### src/rtl/tfa_pkg.sv
package tfa_pkg;
  typedef enum logic [1:0] {
    FLD_DATA  = 2'd0,
    FLD_SIG   = 2'd1,
    FLD_DUMMY = 2'd2,
    FLD_FLUSH = 2'd3
  } tfa_field_e;
endpackage

### src/rtl/tfa_seq.sv
module tfa_seq #(
  parameter int FRAME_BITS = 64,
  localparam int POS_W = $clog2(FRAME_BITS)
) (
  input  logic             clk_i,
  input  logic             rst_ni,
  input  logic             sof_i,
  input  logic             adv_i,
  output logic             busy_o,
  output logic [POS_W-1:0] pos_o
);
  localparam logic [POS_W-1:0] LAST_POS = POS_W'(FRAME_BITS - 1);

  logic             busy_q;
  logic [POS_W-1:0] pos_q;

  always_ff @(posedge clk_i or negedge rst_ni) begin
    if (!rst_ni) begin
      busy_q <= 1'b0;
      pos_q  <= '0;
    end else if (!busy_q) begin
      if (sof_i) begin
        busy_q <= 1'b1;
        pos_q  <= '0;
      end
    end else if (adv_i) begin
      if (pos_q == LAST_POS) begin
        busy_q <= 1'b0;
        pos_q  <= '0;
      end else begin
        pos_q <= pos_q + 1'b1;
      end
    end
  end

  assign busy_o = busy_q;
  assign pos_o  = pos_q;

  p_no_adv_idle_r2: assert property (@(posedge clk_i) disable iff (!rst_ni)
    !busy_q && !sof_i |=> !busy_q);
  p_hold_pos_r9: assert property (@(posedge clk_i) disable iff (!rst_ni)
    busy_q && !adv_i |=> busy_q && $stable(pos_q));
endmodule

### src/rtl/tfa_field_dec.sv
module tfa_field_dec
  import tfa_pkg::*;
#(
  parameter int DATA_BITS  = 48,
  parameter int SIG_BITS   = 4,
  parameter int DUMMY_BITS = 4,
  parameter int FLUSH_BITS = 8,
  localparam int FRAME_BITS = DATA_BITS + SIG_BITS + DUMMY_BITS + FLUSH_BITS,
  localparam int POS_W = $clog2(FRAME_BITS)
) (
  input  logic [POS_W-1:0] pos_i,
  output tfa_field_e       field_o
);
  localparam logic [POS_W-1:0] SIG_START   = POS_W'(DATA_BITS);
  localparam logic [POS_W-1:0] DUMMY_START = POS_W'(DATA_BITS + SIG_BITS);
  localparam logic [POS_W-1:0] FLUSH_START = POS_W'(DATA_BITS + SIG_BITS + DUMMY_BITS);

  always_comb begin
    if (pos_i < SIG_START)        field_o = FLD_DATA;
    else if (pos_i < DUMMY_START) field_o = FLD_SIG;
    else if (pos_i < FLUSH_START) field_o = FLD_DUMMY;
    else                          field_o = FLD_FLUSH;
  end
endmodule

### src/rtl/tfa_bit_mux.sv
module tfa_bit_mux
  import tfa_pkg::*;
#(
  parameter int DATA_BITS  = 48,
  parameter int SIG_BITS   = 4,
  parameter int DUMMY_BITS = 4,
  parameter int FLUSH_BITS = 8,
  parameter logic [SIG_BITS-1:0]   SIG_VAL   = 4'b1011,
  parameter logic [DUMMY_BITS-1:0] DUMMY_VAL = 4'b0011,
  localparam int FRAME_BITS = DATA_BITS + SIG_BITS + DUMMY_BITS + FLUSH_BITS,
  localparam int POS_W = $clog2(FRAME_BITS),
  localparam int TAIL_W = SIG_BITS + DUMMY_BITS + FLUSH_BITS
) (
  input  logic             clk_i,
  input  logic             rst_ni,
  input  logic             busy_i,
  input  logic [POS_W-1:0] pos_i,
  input  tfa_field_e       field_i,
  input  logic             in_bit_i,
  input  logic             in_valid_i,
  output logic             out_bit_o,
  output logic             out_valid_o
);
  localparam logic [POS_W-1:0] DATA_END = POS_W'(DATA_BITS);

  // constant tail, MSB = first transmitted
  logic [TAIL_W-1:0] tail;
  genvar gi;
  generate
    for (gi = 0; gi < TAIL_W; gi++) begin : g_tail
      if (gi >= TAIL_W - SIG_BITS) begin : g_sig
        assign tail[gi] = SIG_VAL[gi - (TAIL_W - SIG_BITS)];
      end else if (gi >= FLUSH_BITS) begin : g_dmy
        assign tail[gi] = DUMMY_VAL[gi - FLUSH_BITS];
      end else begin : g_fl
        assign tail[gi] = 1'b0;
      end
    end
  endgenerate

  logic [POS_W-1:0]  tail_off;
  logic [TAIL_W-1:0] tail_sh;

  always_comb begin
    tail_off = pos_i - DATA_END;
    tail_sh  = tail << tail_off;
    if (!busy_i) begin
      out_bit_o   = 1'b0;
      out_valid_o = 1'b0;
    end else if (field_i == FLD_DATA) begin
      out_bit_o   = in_bit_i;
      out_valid_o = in_valid_i;
    end else begin
      out_bit_o   = tail_sh[TAIL_W-1];
      out_valid_o = 1'b1;
    end
  end

  p_flush_zero_r6: assert property (@(posedge clk_i) disable iff (!rst_ni)
    out_valid_o && field_i == FLD_FLUSH |-> !out_bit_o);
  p_const_valid_r9: assert property (@(posedge clk_i) disable iff (!rst_ni)
    busy_i && field_i != FLD_DATA |-> out_valid_o);
endmodule

### src/rtl/tx_frame_asm.sv
module tx_frame_asm
  import tfa_pkg::*;
#(
  parameter int DATA_BITS  = 48,
  parameter int SIG_BITS   = 4,
  parameter int DUMMY_BITS = 4,
  parameter int FLUSH_BITS = 8,
  parameter logic [SIG_BITS-1:0]   SIG_VAL   = 4'b1011,
  parameter logic [DUMMY_BITS-1:0] DUMMY_VAL = 4'b0011
) (
  input  logic clk_i,
  input  logic rst_ni,
  input  logic sof_i,
  input  logic in_bit_i,
  input  logic in_valid_i,
  output logic in_ready_o,
  output logic out_bit_o,
  output logic out_valid_o,
  input  logic out_ready_i,
  output logic out_first_o,
  output logic out_last_o
);
  localparam int FRAME_BITS = DATA_BITS + SIG_BITS + DUMMY_BITS + FLUSH_BITS;
  localparam int POS_W = $clog2(FRAME_BITS);
  localparam logic [POS_W-1:0] LAST_POS = POS_W'(FRAME_BITS - 1);

  logic             busy;
  logic [POS_W-1:0] pos;
  tfa_field_e       field;
  logic             adv;

  assign adv = out_valid_o && out_ready_i;

  tfa_seq #(.FRAME_BITS(FRAME_BITS)) u_seq (
    .clk_i (clk_i),
    .rst_ni(rst_ni),
    .sof_i (sof_i),
    .adv_i (adv),
    .busy_o(busy),
    .pos_o (pos)
  );

  tfa_field_dec #(
    .DATA_BITS(DATA_BITS), .SIG_BITS(SIG_BITS),
    .DUMMY_BITS(DUMMY_BITS), .FLUSH_BITS(FLUSH_BITS)
  ) u_dec (
    .pos_i  (pos),
    .field_o(field)
  );

  tfa_bit_mux #(
    .DATA_BITS(DATA_BITS), .SIG_BITS(SIG_BITS),
    .DUMMY_BITS(DUMMY_BITS), .FLUSH_BITS(FLUSH_BITS),
    .SIG_VAL(SIG_VAL), .DUMMY_VAL(DUMMY_VAL)
  ) u_mux (
    .clk_i      (clk_i),
    .rst_ni     (rst_ni),
    .busy_i     (busy),
    .pos_i      (pos),
    .field_i    (field),
    .in_bit_i   (in_bit_i),
    .in_valid_i (in_valid_i),
    .out_bit_o  (out_bit_o),
    .out_valid_o(out_valid_o)
  );

  assign in_ready_o  = busy && (field == FLD_DATA) && out_ready_i;
  assign out_first_o = busy && (pos == '0);
  assign out_last_o  = busy && (pos == LAST_POS);

  p_idle_quiet_r1: assert property (@(posedge clk_i) disable iff (!rst_ni)
    !busy |-> !out_valid_o && !in_ready_o && !out_first_o && !out_last_o);
  p_ready_in_data_r3: assert property (@(posedge clk_i) disable iff (!rst_ni)
    in_ready_o |-> out_ready_i && !out_last_o);
  p_markers_excl_r7: assert property (@(posedge clk_i) disable iff (!rst_ni)
    !(out_first_o && out_last_o));
  p_hold_const_r9: assert property (@(posedge clk_i) disable iff (!rst_ni)
    out_valid_o && !out_ready_i && field != FLD_DATA |=> out_valid_o && $stable(out_bit_o));
  p_end_idle_r10: assert property (@(posedge clk_i) disable iff (!rst_ni)
    out_last_o && adv |=> !out_valid_o && !out_first_o);
endmodule

### config.mk
export PLATFORM = sky130hd
export DESIGN_NAME = tx_frame_asm
export DESIGN_NICKNAME = d
export VERILOG_FILES = /design/src/rtl/tfa_pkg.sv /design/src/rtl/tfa_seq.sv /design/src/rtl/tfa_field_dec.sv /design/src/rtl/tfa_bit_mux.sv /design/src/rtl/tx_frame_asm.sv
export SDC_FILE = /design/constraint.sdc
export NUM_CORES = 1
export LEC_CHECK = 0
export BUFFER_PORTS_ARGS = -buffer_cell sky130_fd_sc_hd__buf_2
export CORE_MARGIN = 4
export CORE_UTILIZATION = 35
export DETAILED_ROUTE_END_ITERATION = 12
export MAX_ROUTING_LAYER = met4
export SLEW_MARGIN = 25
export SYNTH_ARGS = -nofsm -noshare
export SYNTH_HDL_FRONTEND = slang
export SYNTH_SLANG_ARGS = --single-unit
### constraint.sdc
create_clock -name clk_i -period 1.6 [get_ports clk_i]
set_input_delay 0.08 -clock clk_i [delete_from_list [all_inputs] [get_ports clk_i]]
set_output_delay 0.08 -clock clk_i [all_outputs]
set_load 0.02 [all_outputs]
# [After elaboration in Yosys (flattened, before gate mapping)]
# Cells that the tools add are included.
[word_totals] register_bits=7 word_cells=34
[classes] magnitude_cmp=3 reduce_logical=9 mux=15 n_eq_ne=2 n_addsub=2 shifts=1
[ops] op="6-bit 2-to-1 mux" n=4
[ops] op="6-bit < comparator, second input constant" n=3
[ops] op="16-bit by 6-bit << shifter with 16-bit output, first input constant" n=1
[ops] op="1-bit 2-to-1 mux" n=9
[ops] op="6-bit by 1-bit adder with 6-bit output, second input constant" n=1
[ops] op="6-bit == test, second input constant" n=1
[ops] op="6-bit logical NOT" n=1
[ops] op="6-bit subtractor, second input constant" n=1
[ops] op="1-bit logical AND" n=5
[ops] op="2-bit 2-to-1 mux" n=2
[ops] op="2-bit logical NOT" n=1
[ops] op="2-bit != test, second input constant" n=1
[ops] op="2-bit AND reduction" n=1
[ops] op="2-bit nonzero test" n=1

# [Logic depth before layout (Yosys ltp)]
[logic_depth] depth_word=10 depth_mapped=5

# [By module]
# A second synthesis with hierarchy kept.
[unflattened] cells_unflattened=63 area_unflattened_um2=529.3
[modules_own_cells] mod="tfa_seq" seq_area_each_um2=175.2 cells_each=43 area_per_inst_um2=409.1 instances=1
[modules_own_cells] mod="tfa_bit_mux" seq_area_each_um2=0.0 cells_each=6 area_per_inst_um2=50.0 instances=1
[modules_own_cells] mod="tx_frame_asm" seq_area_each_um2=0.0 cells_each=9 area_per_inst_um2=46.3 instances=1
[modules_own_cells] mod="tfa_field_dec" seq_area_each_um2=0.0 cells_each=5 area_per_inst_um2=23.8 instances=1

# [Least setup slack after synthesis]
# Ideal clock, no wire load.
[synth_path] path_kind="reg-to-reg" startpoint="register u_seq.pos_q[4] (netlist: u_seq.pos_o[4])" endpoint="register u_seq.pos_q[5] (netlist: u_seq.pos_o[5])" t_required_ns=1.496 path_stages_with_launch=6 arrival_time_ns=1.396 n_path_buf=1 path_slack_ns=0.100 path_cell_list="dfrtp_1 -> ha_1 -> buf_4 -> o211ai_4 -> or4b_1 -> o311ai_1"
[synth_via] elab_chain_cells=10 elab_cells_between_ends=17
[synth_lines] item="start, declared" line_no="tfa_seq.sv:15" source="logic [POS_W-1:0] pos_q;"
[synth_lines] item="start signal, assigned" line_no="tfa_seq.sv:31" source="pos_q <= pos_q + 1'b1;"
[synth_lines] item="6-bit < comparator" line_no="tfa_field_dec.sv:21" source="else if (pos_i < FLUSH_START) field_o = FLD_DUMMY;"
[synth_lines] item="1-bit 2-to-1 mux" line_no="tfa_field_dec.sv:21"
[synth_lines] item="2-bit 2-to-1 mux" line_no="tfa_field_dec.sv:20" source="else if (pos_i < DUMMY_START) field_o = FLD_SIG;"
[synth_lines] item="2-bit 2-to-1 mux" line_no="tfa_field_dec.sv:19" source="if (pos_i < SIG_START) field_o = FLD_DATA;"
[synth_lines] item="2-bit logical NOT" line_no="tfa_bit_mux.sv:50" source="end else if (field_i == FLD_DATA) begin"
[synth_lines] item="1-bit 2-to-1 mux" line_no="tfa_bit_mux.sv:50"
[synth_lines] item="1-bit 2-to-1 mux" line_no="tfa_bit_mux.sv:47" source="if (!busy_i) begin"
[synth_lines] item="1-bit logical AND" line_no="tx_frame_asm.sv:32" source="assign adv = out_valid_o && out_ready_i;"
[synth_lines] item="2-bit != test (no source line)"
[synth_lines] item="2-bit AND reduction (no source line)"
# Several ways; a longest one is shown, not always the timed one. The select of a mux whose other input is x is not followed.
# A chain may end at the register's enable or synchronous reset.

# [Worst setup path in the final report]
[layout_path] startpoint="register u_seq.pos_q[5] (netlist: u_seq.pos_o[5])" endpoint="output out_bit_o"
[layout_via] elab_chain_cells=7 elab_cells_between_ends=11
[layout_lines] item="branches (longest 5 deep; another with 6-bit subtractor)"
[layout_lines] item="1-bit 2-to-1 mux *" line_no="tfa_bit_mux.sv:50"
[layout_lines] item="1-bit 2-to-1 mux *" line_no="tfa_bit_mux.sv:47"
[layout_lines] item="end, declared" line_no="tx_frame_asm.sv:17" source="output logic out_bit_o,"
# Every way passes the cells marked *.

==> flow_metrics.env <==
export IMPL_status="finished, violations left"
export IMPL_violations="setup timing"
export IMPL_first_global_vias=542
export IMPL_grt_pass1_wl_um=2390
export IMPL_synth_edf_count=0
export IMPL_final_hold_viol_count=0
export IMPL_crit_path_start_kind="register"
export IMPL_drv_cap=0
export IMPL_final_area_sq_um=694
export IMPL_async_reset_ff_frac=1.00
export IMPL_path_cells="inv_2 -> ha_4 -> nor4bb_4 -> o21ai_1 -> a21oi_1 -> buf_4"
export IMPL_fmax_mhz=599
export IMPL_p_seq_frac=0.255
export IMPL_grt_max_degree=11
export IMPL_crit_fanout=4
export IMPL_internal_power_mw=0.798
export IMPL_drc=0
export IMPL_dieArea_sq_mm=0.00218
export IMPL_syn_to_final_growth_pct=32.5
export IMPL_num_io_pins=11
export IMPL_p_comb_frac=0.632
export IMPL_coreArea_sq_mm=0.00135
export IMPL_clk_pin_slew_ps=50
export IMPL_max_vdd_ir_drop_uv=922
export IMPL_yosys_warnings=0
export IMPL_vias=521
export IMPL_nNetsFinal=90
export IMPL_row_count=13
export IMPL_p_leak_nw=0.337
export IMPL_cts_sink_count=7
export IMPL_crit_required_ps=1520
export IMPL_wirelength_um=1390
export IMPL_tritoncts="yes"
export IMPL_syn_cell_area_sq_um=524
export IMPL_synthFlopType="dfrtp_1"
export IMPL_hold_class="input pin to register"
export IMPL_tightestPinTransition_ps=387
export IMPL_pwr_share_clk=0.113
export IMPL_crit_path_top_delay_cell="dfrtp_1"
export IMPL_setup_ws_ps=-69.8
export IMPL_grt_overflow_total=0
export IMPL_ys_seq_area_frac=0.334
export IMPL_switching_share=0.439
export IMPL_period_minus_slack_ps=1670
export IMPL_fp_dieW_um=46.7
export IMPL_setup_violations=1
export IMPL_syn_area_per_cell_sq_um=8.74
export IMPL_syn_nets=70
export IMPL_antenna_cells=0
export IMPL_slew_limit_headroom=0.742
export IMPL_period_share=1.04
export IMPL_max_stage_delay_ps=420
export IMPL_drt_iter0_markers=4
export IMPL_place_area_sq_um=618
export IMPL_ant_nets=0
export IMPL_root_buffer="clkbuf_4"
export IMPL_endpoint_kind="primary output"
export IMPL_powerDensity_mw_per_mm2=2050
export IMPL_wire_per_inst_um=14.7
export IMPL_drt_pass1_iterations=4
export IMPL_initial_core_util=0.388
export IMPL_net_switching_power_mw=0.626
export IMPL_netlist_instances=60
export IMPL_htree_levels=1
export IMPL_cts_buffers=3
export IMPL_grt_usage=0.158
export IMPL_chipHeight_um=46.7
export IMPL_clk_latency_ps=250
export IMPL_slew_violations=0
export IMPL_setup_worst_path_class="register to primary output"
export IMPL_antenna_found_initial=0
export IMPL_drive_gt1_frac=0.329
export IMPL_viasPerCell=5.54
export IMPL_ys_types=25
export IMPL_totalPowerFinal_mw=1.42
export IMPL_port_buffers=10
export IMPL_fin_skew_ps=0.535
export IMPL_dpl_hpwl_um=1020
export IMPL_arrival_ps=1590
export IMPL_finalWeightedCongestion=0.816
export IMPL_rsz0062_at_grt="true"
export IMPL_clock_tree_buffer_depth=2
export IMPL_synth_seq_cells=7
==> flip-flops by register name, indices dropped and copies added (netlist names) <==
name,count
u_seq.pos_o,6
u_seq.busy_o,1
==> cells in the mapped netlist (all sizes together) (2+ instances only) <==
cell type | instances | area [sq um]
a21oi | 2 | 10.0
dfrtp | 7 | 175
nand2 | 3 | 11.3
nor2 | 6 | 22.5
nand3b | 3 | 22.5
buf | 2 | 15.0
nand3 | 7 | 35.0
ha | 4 | 50.1
nand2b | 2 | 12.5
o211ai | 4 | 43.8
o21ai | 2 | 10.0
inv | 6 | 22.5
==> per-stage QoR <==
stage           util  TNS (ps)  setup WS, ps  hold slack, ps  instances
4_1_cts        0.503      -121          -121             120         94
3_3_place_gp   0.458         0          69.9           -73.1         88
2_1_floorplan      -         0          99.9            -216         60
3_5_place_dp   0.458     -19.6         -19.6           -74.6         88
6_report       0.514     -69.8         -69.8             123         94
5_1_grt        0.514      -211          -150             131         94
==> layout by cell type, fill, tap and decap left out <==
cell | Yosys | routed
buf_2 | 0 | 9
buf_4 | 2 | 8
nand3_1 | 7 | 7
dfrtp_1 | 7 | 7
nor2_1 | 6 | 6
inv_1 | 6 | 4
nand3b_1 | 3 | 3
nand2_1 | 3 | 3
o211ai_1 | 3 | 3
clkbuf_4 | 0 | 3
nand2b_1 | 2 | 2
a21oi_1 | 2 | 2
inv_2 | 0 | 2
ha_1 | 4 | 2
nor3b_1 | 1 | 1
nand4_1 | 1 | 1
nor4bb_4 | 0 | 1
o21ai_1 | 0 | 1
o211ai_4 | 1 | 1
o31ai_1 | 1 | 1
o2111ai_1 | 1 | 1
or4_1 | 1 | 1
a32o_1 | 1 | 1
nor3_1 | 1 | 1
a21o_1 | 1 | 1
or4b_1 | 1 | 1
o311ai_1 | 1 | 1
o21ai_0 | 2 | 1
ha_4 | 0 | 1
ha_2 | 0 | 1
clkbuf_1 | 0 | 1
dlygate4sd3_1 | 0 | 1
==> cells by family (layout without fill, tap and decap cells) <==
| group | after synthesis | after routing | synth area share |
|---|---|---|---|
| and+or+nand+nor | 27 | 27 | 0.286 |
| buffers and inverters | 9 | 28 | 0.0811 |
| DFF | 7 | 7 | 0.334 |
| AOI/OAI and AO/OA | 13 | 13 | 0.203 |
| adders and majority gates | 4 | 4 | 0.0955 |
==> power by group through the flow <==
| stage | sequential (mW) | combinational [mW] | clock [mW] |
|---|---|---|---|
| finish | 0.363 | 0.900 | 0.161 |
| global route | 0.374 | 0.990 | 0.179 |
| CTS | 0.352 | 0.818 | 0.166 |
| detailed placement | 0.357 | 0.745 | 0 |
| global placement | 0.350 | 0.728 | 0 |
| floorplan | 0.325 | 0.517 | 0 |
==> area by class of cell <==
class / instances / area (sq um)
fill: 140 / 656
multi-input combinational: 44 / 337
sequential: 7 / 175
timing repair buffer: 18 / 115
clock buffer: 4 / 26.3
inverter: 6 / 22.5
tap: 15 / 18.8
==> worst paths after layout <==
check	start	endpoint	slack [ps]	cells past startpoint
worst min register to register	u_seq.pos_o[4]$_DFFE_PN0P_	u_seq.pos_o[4]$_DFFE_PN0P_	620	2
worst max register to register	u_seq.pos_o[5]$_DFFE_PN0P_	u_seq.pos_o[5]$_DFFE_PN0P_	30	4
worst max-delay path	u_seq.pos_o[5]$_DFFE_PN0P_	out_bit_o	-70	6
min in group asynchronous	rst_ni	u_seq.busy_o$_DFF_PN0_	190	2
worst min-delay path	out_ready_i	u_seq.busy_o$_DFF_PN0_	120	2
max in group asynchronous	rst_ni	u_seq.pos_o[4]$_DFFE_PN0P_	1260	2
==> worst max-delay path: cells and delay by family, from the launching register on <==
kind | cells | cell delay (ps)
AOI/OAI and AO/OA | 2 | 220
adders and majority gates | 1 | 200
DFF | 1 | 420
buffers and inverters | 2 | 250
and+or+nand+nor | 1 | 240
==> repair_timing <==
item,CTS,global route
setup endpoints to repair,3,3
hold buffers,1,0
pin swaps,3,3
gates resized for setup,5,3
endpoints found under the hold margin,7,0
buffers inserted,1,0
==> per-layer routing <==
metal  vias to the layer above  part of all wire  GRT usage
met5                         -                 0          -
met4                         0                 0     0.0166
met3                         0             0.051     0.0586
met2                         8              0.48      0.255
met1                       256              0.47      0.194
li1                        257                 -          -
Note: power is estimated with default switching activity, not from simulation.
